File: config.mk
export PLATFORM = sky130hd
export DESIGN_NAME = prbs_link_tester
export DESIGN_NICKNAME = d
export VERILOG_FILES = /design/src/rtl/prbs_lt_pkg.sv /design/src/rtl/prbs_tx_gen.sv /design/src/rtl/prbs_align_chk.sv /design/src/rtl/prbs_err_cnt.sv /design/src/rtl/prbs_link_tester.sv
export SDC_FILE = /design/constraint.sdc
export NUM_CORES = 1
export LEC_CHECK = 0
export BUFFER_PORTS_ARGS = -buffer_cell sky130_fd_sc_hd__clkbuf_2
export CORE_MARGIN = 2
export CORE_UTILIZATION = 30
export DETAILED_ROUTE_END_ITERATION = 7
export GPL_ROUTABILITY_DRIVEN = 0
export PLACE_DENSITY_LB_ADDON = 0.3
export SETUP_SLACK_MARGIN = 0.2
export SLEW_MARGIN = 15
export SYNTH_ARGS = -nofsm -noshare
export SYNTH_HDL_FRONTEND = slang
export SYNTH_HIERARCHICAL = 1
export SYNTH_SLANG_ARGS = --single-unit
File: constraint.sdc
create_clock -name clk -period 6.8 [get_ports clk]
set_input_delay 0 -clock clk [delete_from_list [all_inputs] [get_ports clk]]
set_output_delay 0 -clock clk [all_outputs]
set_load 0.05 [all_outputs]
File: src/rtl/prbs_lt_pkg.sv
package prbs_lt_pkg;

  typedef enum logic [1:0] {
    ST_SEARCH = 2'd0,
    ST_VERIFY = 2'd1,
    ST_LOCKED = 2'd2
  } align_st_e;

  localparam logic [6:0] PRBS_SEED = 7'h7F;

  // One step of x^7 + x^6 + 1: new bit = s[6] ^ s[5], shifted in at bit 0.
  function automatic logic [6:0] prbs_step(input logic [6:0] s);
    return {s[5:0], s[6] ^ s[5]};
  endfunction

endpackage

File: src/rtl/prbs_tx_gen.sv
module prbs_tx_gen
  import prbs_lt_pkg::*;
#(
  parameter int W   = 8,
  parameter int WSW = 4
) (
  input  logic           clk,
  input  logic           rst,
  input  logic [WSW-1:0] eff_w,
  input  logic           err_inject,
  input  logic           tx_ready,
  output logic [W-1:0]   tx_data,
  output logic           tx_valid,
  output logic [W-1:0]   clean_word
);

  localparam logic [W-1:0] FLIP_BIT = W'(1);

  typedef struct packed {
    logic [6:0]   st;
    logic [W-1:0] wd;
  } gen_t;

  function automatic gen_t advance(input logic [6:0] s0, input logic [WSW-1:0] n);
    gen_t r;
    r.st = s0;
    r.wd = '0;
    for (int i = 0; i < W; i++) begin
      if (i < int'(n)) begin
        r.st = prbs_step(r.st);
        r.wd[i] = r.st[0];
      end
    end
    return r;
  endfunction

  logic [6:0]   lfsr_q;
  logic [W-1:0] word_q;
  logic         flip_q;
  logic         pend_q;
  logic         run_q;
  logic         fire;
  gen_t         from_seed;
  gen_t         from_state;

  assign fire       = run_q && tx_ready;
  assign from_seed  = advance(PRBS_SEED, eff_w);
  assign from_state = advance(lfsr_q, eff_w);

  always_ff @(posedge clk) begin
    if (rst) begin
      lfsr_q <= from_seed.st;
      word_q <= from_seed.wd;
      flip_q <= 1'b0;
      pend_q <= 1'b0;
      run_q  <= 1'b0;
    end else begin
      run_q <= 1'b1;
      if (fire) begin
        lfsr_q <= from_state.st;
        word_q <= from_state.wd;
        flip_q <= pend_q;
        pend_q <= err_inject;
      end else begin
        pend_q <= pend_q | err_inject;
      end
    end
  end

  assign tx_data    = word_q ^ (flip_q ? FLIP_BIT : '0);
  assign tx_valid   = run_q;
  assign clean_word = word_q;

  a_r3_stall_hold: assert property (@(posedge clk) disable iff (rst)
    (run_q && !tx_ready) |=> $stable(tx_data));

  a_r1_state_nonzero: assert property (@(posedge clk) disable iff (rst)
    lfsr_q != 7'd0);

endmodule

File: src/rtl/prbs_align_chk.sv
module prbs_align_chk
  import prbs_lt_pkg::*;
#(
  parameter int W   = 8,
  parameter int OFS = 32,
  parameter int VER = 16,
  parameter int WIN = 16,
  parameter int LIM = 8
) (
  input  logic         clk,
  input  logic         rst,
  input  logic         tx_fire,
  input  logic [W-1:0] tx_clean,
  input  logic [W-1:0] lane_mask,
  input  logic         rx_fire,
  input  logic [W-1:0] rx_data,
  output logic         locked,
  output logic [W-1:0] err_vec,
  output logic [W-1:0] rx_mon,
  output logic         cmp_locked
);

  localparam int OFS_W = (OFS > 1) ? $clog2(OFS) : 1;
  localparam int VC_W  = (VER > 1) ? $clog2(VER) : 1;
  localparam logic [OFS_W-1:0] OFS_LAST = OFS_W'(OFS - 1);
  localparam logic [VC_W-1:0]  VER_LAST = VC_W'(VER - 1);

  logic [W-1:0]     hist [OFS];
  align_st_e        st_q;
  logic [OFS_W-1:0] ofs_q;
  logic [VC_W-1:0]  vcnt_q;
  logic [WIN-1:0]   bad_q;
  logic [W-1:0]     diff;
  logic             match;
  logic [WIN-1:0]   win_n;
  logic [OFS_W-1:0] ofs_inc;

  // Shift register of sent clean words, newest at index 0.
  always_ff @(posedge clk) begin
    if (tx_fire) begin
      hist[0] <= tx_clean;
      for (int k = 1; k < OFS; k++) hist[k] <= hist[k-1];
    end
  end

  assign diff    = (rx_data ^ hist[ofs_q]) & lane_mask;
  assign match   = (diff == '0);
  assign win_n   = {bad_q[WIN-2:0], !match};
  assign ofs_inc = (ofs_q == OFS_LAST) ? '0 : ofs_q + 1'b1;

  always_ff @(posedge clk) begin
    if (rst) begin
      st_q       <= ST_SEARCH;
      ofs_q      <= '0;
      vcnt_q     <= '0;
      bad_q      <= '0;
      err_vec    <= '0;
      rx_mon     <= '0;
      cmp_locked <= 1'b0;
    end else begin
      cmp_locked <= rx_fire && (st_q == ST_LOCKED);
      if (rx_fire) begin
        err_vec <= diff;
        rx_mon  <= rx_data;
        unique case (st_q)
          ST_SEARCH: begin
            if (match) begin
              st_q   <= ST_VERIFY;
              vcnt_q <= '0;
            end else begin
              ofs_q <= ofs_inc;
            end
          end
          ST_VERIFY: begin
            if (!match) begin
              st_q  <= ST_SEARCH;
              ofs_q <= ofs_inc;
            end else if (vcnt_q == VER_LAST) begin
              st_q  <= ST_LOCKED;
              bad_q <= '0;
            end else begin
              vcnt_q <= vcnt_q + 1'b1;
            end
          end
          default: begin
            if ($countones(win_n) > LIM) begin
              st_q  <= ST_SEARCH;
              ofs_q <= '0;
            end
            bad_q <= win_n;
          end
        endcase
      end
    end
  end

  assign locked = (st_q == ST_LOCKED);

  a_r4_lock_on_clean_word: assert property (@(posedge clk) disable iff (rst)
    $rose(locked) |-> (err_vec == '0));

  a_r7_unlock_on_bad_word: assert property (@(posedge clk) disable iff (rst)
    ($fell(locked) && !$past(rst)) |-> (err_vec != '0));

endmodule

File: src/rtl/prbs_err_cnt.sv
module prbs_err_cnt #(
  parameter int W     = 8,
  parameter int CNT_W = 32
) (
  input  logic             clk,
  input  logic             rst,
  input  logic             en,
  input  logic [W-1:0]     err_vec,
  output logic [CNT_W-1:0] cnt
);

  typedef logic [CNT_W:0] wide_t;

  wide_t sum;

  assign sum = wide_t'(cnt) + wide_t'($countones(err_vec));

  always_ff @(posedge clk) begin
    if (rst) begin
      cnt <= '0;
    end else if (en) begin
      cnt <= sum[CNT_W] ? '1 : sum[CNT_W-1:0];
    end
  end

  a_r8_frozen_unless_locked: assert property (@(posedge clk) disable iff (rst)
    !en |=> $stable(cnt));

  a_r9_saturated_stays: assert property (@(posedge clk) disable iff (rst)
    (&cnt) |=> (&cnt));

  a_r8_never_decreases: assert property (@(posedge clk) disable iff (rst)
    !$past(rst) |-> (cnt >= $past(cnt)));

endmodule

File: src/rtl/prbs_link_tester.sv
module prbs_link_tester #(
  parameter int LANES = 8,
  parameter int OFS   = 32,
  parameter int VER   = 16,
  parameter int WIN   = 16,
  parameter int LIM   = 8,
  parameter int CNT_W = 32,
  localparam int WSW  = $clog2(LANES + 1)
) (
  input  logic             clk,
  input  logic             rst,
  input  logic             err_inject,
  input  logic [WSW-1:0]   wsel,
  output logic [LANES-1:0] tx_data,
  output logic             tx_valid,
  input  logic             tx_ready,
  input  logic [LANES-1:0] rx_data,
  input  logic             rx_valid,
  output logic             rx_ready,
  output logic [LANES-1:0] rx_mon,
  output logic [LANES-1:0] err_vec,
  output logic             locked,
  output logic [CNT_W-1:0] err_cnt
);

  localparam logic [WSW-1:0] FULL_W = WSW'(LANES);

  logic [WSW-1:0]   eff_w;
  logic [LANES-1:0] lane_mask;
  logic [LANES-1:0] clean_word;
  logic             tx_fire;
  logic             rx_fire;
  logic             cmp_locked;

  assign eff_w = (wsel == '0 || wsel > FULL_W) ? FULL_W : wsel;

  always_comb begin
    for (int i = 0; i < LANES; i++) lane_mask[i] = (i < int'(eff_w));
  end

  assign tx_fire  = tx_valid && tx_ready;
  assign rx_ready = tx_valid;
  assign rx_fire  = rx_valid && rx_ready;

  prbs_tx_gen #(.W(LANES), .WSW(WSW)) u_gen (
    .clk        (clk),
    .rst        (rst),
    .eff_w      (eff_w),
    .err_inject (err_inject),
    .tx_ready   (tx_ready),
    .tx_data    (tx_data),
    .tx_valid   (tx_valid),
    .clean_word (clean_word)
  );

  prbs_align_chk #(.W(LANES), .OFS(OFS), .VER(VER), .WIN(WIN), .LIM(LIM)) u_chk (
    .clk        (clk),
    .rst        (rst),
    .tx_fire    (tx_fire),
    .tx_clean   (clean_word),
    .lane_mask  (lane_mask),
    .rx_fire    (rx_fire),
    .rx_data    (rx_data),
    .locked     (locked),
    .err_vec    (err_vec),
    .rx_mon     (rx_mon),
    .cmp_locked (cmp_locked)
  );

  prbs_err_cnt #(.W(LANES), .CNT_W(CNT_W)) u_cnt (
    .clk     (clk),
    .rst     (rst),
    .en      (cmp_locked),
    .err_vec (err_vec),
    .cnt     (err_cnt)
  );

  a_r2_idle_lanes_zero: assert property (@(posedge clk) disable iff (rst)
    tx_valid |-> ((tx_data & ~lane_mask) == '0));

  a_r3_ready_follows_valid: assert property (@(posedge clk) disable iff (rst)
    !$past(rst) |-> (tx_valid && rx_ready));

endmodule

==> summary.md <==
| Metric | Value |
|---|---|
| Worst-margin pin slew | `1100 ps` |
| Worst min-delay path category | `input pin to flop` |
| Vias in the first global route | `9725` |
| Cells on worst reg2reg path | `26` |
| Buf/Inv on CP | `6` |
| Port bufs | `75` |
| Largest net degree at the start of global routing | `161` |
| Critical Setup Path Class | `flop to flop` |
| Setup Viol. Count Final | `0` |
| # fillers | `5053` |
| Share of cells above drive strength 1 | `18.7%` |
| Slew margin rel. | `26.4%` |
| Synth async-reset ratio | `0%` |
| Num CTS Buffers | `39` |
| Post-DR wirelength/cell | `17.5 um` |
| Max Fclk | `161 MHz` |
| Required @ worst endpoint | `7210 ps` |
| Synth warn | `6` |
| Flop-to-flop setup slack | `580 ps` |
| Residual DRC count | `0` |
| First DRT Iteration DRCs | `681` |
| Io pins | `76` |
| Power density over the cells | `271 mW/mm^2` |
| Worst Setup End Kind | `flop` |
| Area Overhead vs Synth | `16.9%` |
| Root Buffer | `clkbuf_16` |
| Number of synthesized flops with an enable pin | `270` |
| Finished Cell Area | `0.0187 mm^2` |
| Syn Inst Count | `1173` |
| Area of the mapped netlist | `0.0160 mm^2` |
| Vias post-DR | `9877` |
| Core Area | `0.0527 mm^2` |
| Post-synth top area share | `50.6%` |
| Post-DP HPWL | `22.6 mm` |
| Via/cell ratio | `4.95` |
| CP max stage delay | `540 ps` |
| Max-cap violations | `0` |
| Crit path top cell by count | `fa_1` |
| Netlist cell types | `88` |
| RSZ-0062 raised after global routing | `false` |
| Ranking of synthesized cells by area | `edfxtp_1 (51%), dfxtp_1 (11%), mux2i_1 (6.4%)` |
| Seq/Total Area, Yosys | `61.2%` |
| CTS tree | `done` |
| Nets@finish | `1324` |
| Chip height | `235 um` |
| Overall Global Routing Usage | `12.4%` |
| Slowest cell on the critical path | `or3b_2` |
| Post-DRT Antenna Nets | `0` |
| Initial Util | `30.4%` |
| Status | `finished clean` |
| Die width | `235 um` |
| Rows | `84` |
| Top FF cell, synth | `edfxtp_1` |
| Die area | `0.0552 mm^2` |
| First-pass GRT wire length | `55.9 mm` |
| Clock Skew | `16.5 ps` |
| Lkg Pwr | `6.34 nW` |
| Syn_area_per_cell | `13.6 um^2` |
| Minimum clock period | `6220 ps` |
| Buffers from clock root to sink, at most | `3` |
| WL final | `35.0 mm` |
| Crit-path max FO | `20` |
| Crit path DAT | `6630 ps` |
| GRT overflow | `0` |
| Hold Crit Start | `wsel[0]` |
| Initial antenna violation count | `0` |
| Placed standard-cell area | `0.0171 mm^2` |
| Syn Nets | `1220` |
| Yosys top cell by area | `edfxtp_1` |
| Final worst-path cycle share | `91.5%` |
| Worst-path clk slew | `60 ps` |
| Post-layout util | `35.5%` |
| Crit start category | `flop` |
| Slew Limit Fails | `0` |
| Diodes inserted | `0` |
| Synth Register Bits | `354` |
| Sink Count | `354` |
| Skew-Pair Late Insertion Delay | `540 ps` |
| Hold path cells | `5` |
| Final hold viol count | `0` |
| Detailed Routing Iterations Pass 1 | `5` |
| WHS Endpoint | `u_chk/err_vec[1]` |
| Worst vdd ir | `0.000153 V` |
| H-tree depth | `2` |
| Crit path max-delay family | `adder cells` |
worst max path at each step:
stage	from	endpoint	slack (ps)	depth (start not counted)
after floorplan	flop	flop	950	27
after global placement	flop	flop	-150	25
after detailed placement	flop	flop	-210	25
after CTS	flop	flop	230	25
after global routing	flop	u_chk/ofs_q[3]	180	27
final	flop	flop	580	26
registers in the layout, summed over array words and instances, names as in the netlist, named ones only:
signal and count:
u_chk/vcnt_q 4, u_cnt/cnt 32, u_chk/bad_q 15, u_gen/pend_q 1
u_gen/tx_valid 1, u_chk/err_vec 8, u_gen/lfsr_q 7, u_gen/clean_word 8
u_chk/rx_mon 8, u_chk/ofs_q 5, u_chk/hist 256, u_chk/st_q 2
u_chk/cmp_locked 1, u_gen/flip_q 1
synth_stat cells, types with 10 or more instances:
cell	count
ha_1	15
edfxtp_1	270
nand2b_1	12
nor4_1	12
clkbuf_1	22
buf_4	17
xor2_1	14
o21ai_0	16
a22oi_1	36
inv_1	53
and3_1	11
nor2b_1	14
nand3_1	30
nand2_1	58
buf_2	14
xnor2_1	29
mux2i_1	103
fa_1	15
buf_6	11
a21oi_1	75
nand3b_1	11
and2_1	10
nor3_1	23
nor2_1	49
dfxtp_1	84
o22ai_1	18
mux4_2	30
a211oi_1	10
final cells by class:
class / count / area (um^2) / area share, %
flip-flops and latches: 354 / 9790 / 52.3
multi-input cells: 696 / 5660 / 30.2
clock buffers: 49 / 1040 / 5.58
repair buffers: 132 / 926 / 4.95
well taps: 688 / 861 / 4.60
clock inverters: 23 / 229 / 1.22
inverters: 54 / 203 / 1.08
timing repair:
item,in CTS,in global routing
endpoints found under the hold margin,18,0
buffers inserted,1,11
hold buffers,14,0
setup endpoints to repair,12,12
gates resized for setup,2,12
where the power goes:
part           internal [mW]  leakage [nW]  switching, mW
Combinational          0.199          2.49          0.290
Clock                   1.25         0.623          0.863
Sequential              2.42          3.23         0.0622
logic make-up after synthesis:
family / after synthesis / share of synthesized area [%]
buf+inv: 123 / 3.99
mux: 138 / 11.3
flops: 354 / 61.2
xor+xnor: 45 / 2.56
simple gates: 271 / 9.25
fa+ha+maj: 30 / 3.05
other cells: 1 / 0.0234
compound gates: 211 / 8.68
worst register-to-register path, delay by kind of cell (launching register included):
kind            cells  cell delay (ps)
compound gates      3              710
xor+xnor            2              320
fa+ha+maj           6             2400
buf+inv             6              590
flops               1              360
simple gates        9             1730
cell usage in the layout, fill, tap and decap left out, drive strengths merged, types with 6 or more instances in the layout:
cell / n
xor2: 14
a31oi: 6
o31ai: 6
nand3: 30
and2: 10
nand4: 9
a21oi: 77
clkbuf: 123
a211oi: 11
ha: 15
nor2: 51
nand2: 58
o22ai: 18
nor4: 15
clkinv: 15
mux2i: 103
buf: 44
nor2b: 14
nand2b: 12
and3: 11
nand3b: 11
inv: 57
fa: 15
a22oi: 36
dlygate4sd3: 14
xnor2: 31
nor3: 24
edfxtp: 270
o21ai: 19
dfxtp: 84
mux4: 33
layer usage:
metal / global-route usage (%) / part of all wire (%) / wire length (um)
met5: 0 / 0 / 0
met4: 3.66 / 2.2 / 758
met3: 2.41 / 5.4 / 1900
met2: 19.2 / 46 / 16000
met1: 17.5 / 47 / 16400
stage by stage:
stage	setup TNS, ps	total power, mW	hold WS (ps)	setup WS [ps]	instances
final	0	5.08	117	581	1996
after global routing	0	5.27	170	182	1996
after CTS	0	5.14	60.0	226	1985
after detailed placement	-1890	2.99	234	-213	1898
after global placement	-1380	2.99	237	-154	1898
after floorplan	0	2.86	79.3	955	1173
Note: power is estimated with default switching activity, not from simulation.
